--- src/rtl/chg_prot_pkg.sv ---
package chg_prot_pkg;
  typedef enum logic [1:0] {
    DLY_NORMAL = 2'b00,
    DLY_BYPASS = 2'b01,
    DLY_ACCEL  = 2'b10,
    DLY_RSVD   = 2'b11
  } dly_mode_e;

  function automatic int unsigned max2(int unsigned a, int unsigned b);
    return (a > b) ? a : b;
  endfunction
endpackage

--- src/rtl/prot_step_gen.sv ---
module prot_step_gen
  import chg_prot_pkg::*;
(
  input  logic       tick_i,
  input  logic [1:0] dly_mode_i,
  output logic       step_o,
  output logic       bypass_o
);
  dly_mode_e mode;

  always_comb begin
    mode     = dly_mode_e'(dly_mode_i);
    bypass_o = (mode == DLY_BYPASS);
    unique case (mode)
      DLY_BYPASS, DLY_ACCEL: step_o = 1'b1;
      default:               step_o = tick_i;
    endcase
  end
endmodule

--- src/rtl/prot_fault_latch.sv ---
module prot_fault_latch
  import chg_prot_pkg::*;
#(
  parameter int unsigned DET_STEPS = 160,
  parameter int unsigned REL_STEPS = 12
) (
  input  logic clk_i,
  input  logic rst_ni,
  input  logic step_i,
  input  logic bypass_i,
  input  logic set_i,
  input  logic clr_i,
  output logic fault_o
);
  localparam int unsigned MaxSteps = max2(DET_STEPS, REL_STEPS);
  localparam int unsigned CntW     = $clog2(MaxSteps + 1);

  logic            fault_q;
  logic [CntW-1:0] cnt_q;
  logic [CntW-1:0] lim;
  logic            cond;
  logic            done;

  // one counter serves entry and exit; the state picks the condition and limit
  always_comb begin
    cond = fault_q ? clr_i : set_i;
    lim  = fault_q ? CntW'(REL_STEPS) : CntW'(DET_STEPS);
    done = bypass_i || (cnt_q == lim - CntW'(1));
  end

  always_ff @(posedge clk_i or negedge rst_ni) begin
    if (!rst_ni) begin
      fault_q <= 1'b0;
      cnt_q   <= '0;
    end else if (!cond) begin
      cnt_q   <= '0;
    end else if (step_i) begin
      if (done) begin
        fault_q <= ~fault_q;
        cnt_q   <= '0;
      end else begin
        cnt_q   <= cnt_q + CntW'(1);
      end
    end
  end

  assign fault_o = fault_q;

  p_cnt_bound_r3: assert property (@(posedge clk_i) disable iff (!rst_ni)
    cnt_q < CntW'(MaxSteps));
  p_rise_cause_r2: assert property (@(posedge clk_i) disable iff (!rst_ni)
    $rose(fault_q) |-> $past(set_i));
  p_fall_cause_r4: assert property (@(posedge clk_i) disable iff (!rst_ni)
    $fell(fault_q) |-> $past(clr_i));
  p_bypass_set_r8: assert property (@(posedge clk_i) disable iff (!rst_ni)
    ($past(bypass_i) && $past(set_i) && !$past(fault_q)) |-> fault_q);
endmodule

--- src/rtl/chg_prot_seq.sv ---
module chg_prot_seq
  import chg_prot_pkg::*;
#(
  parameter bit          FAST_VARIANT  = 1'b0,
  parameter int unsigned OV_DET_STEPS  = FAST_VARIANT ? 10 : 2500,
  parameter int unsigned OV_REL_STEPS  = 160,
  parameter int unsigned ECC_DET_STEPS = FAST_VARIANT ? 80 : 160,
  parameter int unsigned ECC_REL_STEPS = 12
) (
  input  logic       clk_i,
  input  logic       rst_ni,
  input  logic       tick_i,
  input  logic [1:0] dly_mode_i,
  input  logic       ov_flag_i,
  input  logic       ecc_flag_i,
  input  logic       load_flag_i,
  input  logic       chg_present_i,
  output logic       chg_en_o,
  output logic       ov_fault_o,
  output logic       ecc_fault_o
);
  logic step, bypass;
  logic ov_clr, ecc_clr;

  prot_step_gen u_step (
    .tick_i     (tick_i),
    .dly_mode_i (dly_mode_i),
    .step_o     (step),
    .bypass_o   (bypass)
  );

  // overvoltage exit needs a load with no charger attached
  assign ov_clr  = !ov_flag_i && load_flag_i && !chg_present_i;
  assign ecc_clr = load_flag_i && !chg_present_i;

  prot_fault_latch #(.DET_STEPS(OV_DET_STEPS), .REL_STEPS(OV_REL_STEPS)) u_ov (
    .clk_i    (clk_i),
    .rst_ni   (rst_ni),
    .step_i   (step),
    .bypass_i (bypass),
    .set_i    (ov_flag_i),
    .clr_i    (ov_clr),
    .fault_o  (ov_fault_o)
  );

  prot_fault_latch #(.DET_STEPS(ECC_DET_STEPS), .REL_STEPS(ECC_REL_STEPS)) u_ecc (
    .clk_i    (clk_i),
    .rst_ni   (rst_ni),
    .step_i   (step),
    .bypass_i (bypass),
    .set_i    (ecc_flag_i),
    .clr_i    (ecc_clr),
    .fault_o  (ecc_fault_o)
  );

  assign chg_en_o = !(ov_fault_o || ecc_fault_o);

  p_chg_blocks_ov_r5: assert property (@(posedge clk_i) disable iff (!rst_ni)
    $fell(ov_fault_o) |-> !$past(chg_present_i));
  p_ecc_rel_gate_r7: assert property (@(posedge clk_i) disable iff (!rst_ni)
    $fell(ecc_fault_o) |-> ($past(load_flag_i) && !$past(chg_present_i)));
endmodule

--- config.mk ---
export PLATFORM = sky130hd
export DESIGN_NAME = chg_prot_seq
export DESIGN_NICKNAME = d
export VERILOG_FILES = /design/src/rtl/chg_prot_pkg.sv /design/src/rtl/prot_step_gen.sv /design/src/rtl/prot_fault_latch.sv /design/src/rtl/chg_prot_seq.sv
export SDC_FILE = /design/constraint.sdc
export NUM_CORES = 1
export LEC_CHECK = 0
export BUFFER_PORTS_ARGS = -buffer_cell sky130_fd_sc_hd__buf_2
export CORE_AREA = 2 2 51 53
export CTS_CLUSTER_DIAMETER = 200
export DETAILED_ROUTE_END_ITERATION = 12
export DIE_AREA = 0 0 53 55
export PLACE_DENSITY_LB_ADDON = 0.3
export SLEW_MARGIN = 5
export SYNTH_ARGS = -nofsm -noshare
export SYNTH_HDL_FRONTEND = slang
export SYNTH_SLANG_ARGS = --single-unit
--- constraint.sdc ---
create_clock -name clk_i -period 2.5 [get_ports clk_i]
set_clock_uncertainty 0.2 [all_clocks]
set_input_delay 0.25 -clock clk_i [delete_from_list [all_inputs] [get_ports clk_i]]
set_output_delay 0.25 -clock clk_i [all_outputs]
set_load 0.01 [all_outputs]
After elaboration in Yosys (flattened, before gate mapping)
Index checks and enable logic that the tools add are counted. Widths: inputs -> output; s select.

Bits in read-only memories: 0. Register bits after elaboration: 22. Logic and storage cells: 39. Output and inout bits: 3. Memories kept: 0. Bits in latches: 0. RAM bits: 0.

Muxes and demuxes: 11. Order comparisons: 0. Equality and inequality tests: 6. Reduce and logical (&&, ||, !) cells: 12. Bitwise gates (word level): 2. Shifts and indexed selects: 0. Add/subtract/negate cells: 4. Div/mod/pow operators: 0. Multipliers: 0.

Operator list (number): $mux 12 (4); $mux 8 (4); $add 12x1->12 const B (1); $eq 12x12->1 (1); $sub 12x1->12 const B (1); $add 8x1->8 const B (1); $eq 8x8->1 (1); $sub 8x1->8 const B (1); $reduce_and 3->1 (2); $ne 2x2->1 const B (2); $logic_and 1x1->1 (3); $logic_not 1->1 (3); $logic_or 1x1->1 (3); $mux 1 (3); $eq 2x1->1 const B (1); $eq 2x2->1 const B (1); $not 1->1 (2); $reduce_or 2->1 (1).

Logic depth before layout (Yosys ltp)
Word-level depth: 7. Gate-level depth with buffers: 9. Gate-level depth less buffers: 7.

By module
A second synthesis with hierarchy kept.

Cells, all modules: 152. Area total of the unflattened synthesis: 1412.6 um^2.

By module, submodules not included: prot_fault_latch (u_ov) (cells each 89, times used 1, area an instance 780.7 um^2); prot_fault_latch (u_ecc) (cells each 57, times used 1, area an instance 586.8 um^2); chg_prot_seq (cells each 3, times used 1, area an instance 22.5 um^2); prot_step_gen (cells each 3, times used 1, area an instance 22.5 um^2).

Worst setup path before layout
Ideal clock, no wire load.

Kind: input-to-reg. Start: input port dly_mode_i[1]. End: register u_ov.cnt_q[8]. Data required time: 2.233 ns. Cell stages on the path: 8. Path buffers: 1. Data arrival time: 1.749 ns. Path slack: 0.484 ns. Setup time: 0.067 ns. Cell sequence: inv_1 ha_1 nor2b_1 clkbuf_1 or2_2 a311oi_1 and3_1 a221o_1.

Cells in the longest elaborated chain, start to end: 5. Elaborated cells between the ends (all ways): 9. Those cells by class: eq/ne (3); mux (4); reduce/logical (2).

RTL lines: start: declaration (line chg_prot_seq.sv:13) `input logic [1:0] dly_mode_i,`; $eq 2x1->1 (line prot_step_gen.sv:13, prot_step_gen.sv:14); $logic_or 1x1->1 (line prot_fault_latch.sv:28) `done = bypass_i || (cnt_q == lim - CntW'(1));`; $mux 12 (line prot_fault_latch.sv:38) `if (done) begin`; $mux 12 (line prot_fault_latch.sv:37) `end else if (step_i) begin`; $mux 12 (line prot_fault_latch.sv:35) `end else if (!cond) begin`; end signal: assignment (line prot_fault_latch.sv:42) `cnt_q <= cnt_q + CntW'(1);`; end: declaration (line prot_fault_latch.sv:19) `logic [CntW-1:0] cnt_q;`.

Several ways; a longest one is shown, not always the timed one. The select of a mux whose other input is x is not followed. A chain may end at the register's enable or synchronous reset.

Worst setup path in the final report
Start: register u_ov.cnt_q[1]. End: register u_ov.cnt_q[8].

Cells in the longest elaborated chain, start to end: 5. Elaborated cells between the ends (all ways): 6. Those cells by class: add/sub (1); eq/ne (1); mux (3); reduce/logical (1).

RTL lines (line): branches (longest 2 deep; another with $add 12x1->12); $mux 12 (*) (prot_fault_latch.sv:38); $mux 12 (*) (prot_fault_latch.sv:37); $mux 12 (*) (prot_fault_latch.sv:35).

Mark *: on every way between the ends. The select of a mux whose other input is x is not followed.

==> results_dict.tcl <==
set metrics [dict create \
    core_um2 2360 \
    syn_avg_cell_area_um2 9.88 \
    crit_fanout 4 \
    synth.distinct_cells 43 \
    ir_worst_vdd_mv 0.362 \
    synth_nets 142 \
    clock.fmax_mhz 442 \
    synth.most_common_cell "nor2_1" \
    antenna_found_initial 0 \
    cts_inserted_buffers 3 \
    tightest_slew_ps 545 \
    portBuffers 11 \
    finalNetCount 157 \
    yosysTopAreaCellShare_pct 42.8 \
    cts_tree "yes" \
    grt_pass1_vias 933 \
    hold_buffers 1 \
    rows 18 \
    arrival_ps 2270 \
    cts_setup_buffers 0 \
    gp_congestion 0.791 \
    via_count 1012 \
    fillers 207 \
    power.leakage_nw 0.580 \
    via_per_inst 5.82 \
    finalCritPeriodShare_pct 90.5 \
    synthFlopType "dfrtp_1" \
    totalWireLength_mm 2.53 \
    dpl.hpwl_mm 1.88 \
    cts-root-buf "clkbuf_4" \
    grt_max_degree 23 \
    synthTopCellsByCount "nor2_1 (23), dfrtp_1 (22), xnor2_1 (10)" \
    routedWlPerCell_um 14.5 \
    min_path_cells 3 \
    area_growth_pct 10.1 \
    cts_sinks 22 \
    outcome "completed" \
    yosysSeqAreaShare_pct 42.8 \
    htreeDepth 1 \
    die_area_um2 2920 \
    synth_edf_count 0 \
    synth_cells 130 \
    grt_pass1_wl_mm 4.32 \
    crit_type "register to register" \
    required_ps 2510 \
    firstDrtPassIters 4 \
    worstHoldPathType "input port to register" \
    die_w_um 53 \
    clk_path_buf_depth 2 \
    max-slew-margin-rel_pct 63.6 \
    cts-resized-gates 0 \
    end_kind "register" \
    setup_viol 0 \
    die_h_um 55 \
    timing.setup.tns_ps 0 \
    fin_crit_ps 2260 \
    yosysTopAreaCell "dfrtp_1" \
    drc 0 \
    rsz0062_at_grt "false" \
    yosys_warnings 0 \
    reg2regPathDepth 6 \
    drv_slew 0 \
    syn_area_um2 1280 \
    synthArstFlopShare_pct 100 \
    clk_latency_ps 310 \
    synth-seq-cells 22 \
    drive_gt1_share_pct 17.4 \
    ant_nets 0 \
    hold_viol 0 \
    ios 12 \
    timing.final.ws_setup_ps 237 \
    grtUsageTotal_pct 20.6 \
    p_per_area_nw_per_um2 550 \
    initial_core_util_pct 54.3 \
    startpoint_type "register" \
    diodes 0 \
    drv_cap 0 \
    synth_area_leaders "dfrtp_1 (43%), xnor2_1 (6.8%), nor2_1 (6.7%)" \
    post-place-ws_ps 208 \
    clk_transition_reported_paths_ps 120 \
    drt_iter0_drc 29 \
    grt_overflow_total 0 \
]
## final timing paths
kind                                   to          start  slack, ps
setup / recovery            u_ov.cnt_q[8]  u_ov.cnt_q[1]        240
max in group asynchronous   u_ov.cnt_q[4]         rst_ni       1540
hold / removal              u_ecc.fault_o     ecc_flag_i         50
hold reg to reg             u_ov.cnt_q[1]  u_ov.cnt_q[1]        380
setup reg to reg            u_ov.cnt_q[8]  u_ov.cnt_q[1]        240
min in group asynchronous  u_ecc.cnt_q[7]         rst_ni        230
## logic make-up after synthesis
logic type               count (synthesis)  share of synthesized area (%)
flip-flops                              22                           42.8
AO/OA/AOI/OAI                           17                           11.3
buffers and inverters                    5                           1.85
AND/OR/NAND/NOR                         66                           29.2
adder cells (fa/ha/maj)                  3                           2.92
multiplexers                             2                           1.66
XOR/XNOR                                15                           10.2
## critical path, stage by stage, from the launching register on
cell and delay [ps]:
dfrtp_1 420, ha_1 230, or4bb_1 480, nor2_1 170
a311oi_1 190, and3_1 220, a221o_1 250
## state kept, by name, indices dropped and copies added, names as in the netlist
register and flops:
u_ecc.cnt_q 8, u_ov.fault_o 1, u_ov.cnt_q 12, u_ecc.fault_o 1
## layout by cell type, fill, tap and decap left out, types with 4 or more instances in the layout
cell type | netlist | layout
buf_2 | 1 | 11
xor2_1 | 5 | 5
xnor2_1 | 10 | 10
nor2b_1 | 5 | 5
nor2_1 | 23 | 23
dfrtp_1 | 22 | 22
nand4_1 | 4 | 4
nand3_1 | 5 | 5
nand2_1 | 5 | 5
nor3_1 | 5 | 5
## power by group
group	internal (mW)	switching [mW]	total (mW)
Clock	0.0889	0.101	0.190
Combinational	0.0724	0.0962	0.169
Sequential	0.377	0.0421	0.419
## metrics by stage
stage | hold slack [ps] | power [mW] | instance area (um^2) | util, % | cells
after global routing | 51.6 | 0.833 | 1420 | 59.8 | 174
final | 49.6 | 0.778 | 1420 | 59.8 | 174
after floorplan | -246 | 0.535 | 1280 | - | 130
after detailed placement | 35.7 | 0.593 | 1370 | 57.9 | 169
after global placement | 32.8 | 0.585 | 1370 | 57.9 | 169
after CTS | 36.6 | 0.790 | 1420 | 59.8 | 174
## final cells by class
| cell class | count | area (um^2) | area share, % |
|---|---|---|---|
| Timing Repair Buffer | 13 | 72.6 | 5.13 |
| Inverter | 2 | 7.51 | 0.531 |
| Tap cell | 30 | 37.5 | 2.65 |
| Sequential cell | 22 | 551 | 38.9 |
| Multi-Input combinational cell | 103 | 711 | 50.2 |
| Clock buffer | 4 | 36.3 | 2.56 |
## per-layer routing
metal  GRT usage, %  up-vias  wire length (um)
met1           27.7      491              1180
li1               -      494                 -
met5              0        -                 0
met3           5.38        2               112
met2           33.1       25              1220
met4           5.56        0                15
Power figures use the tool's default switching activity.
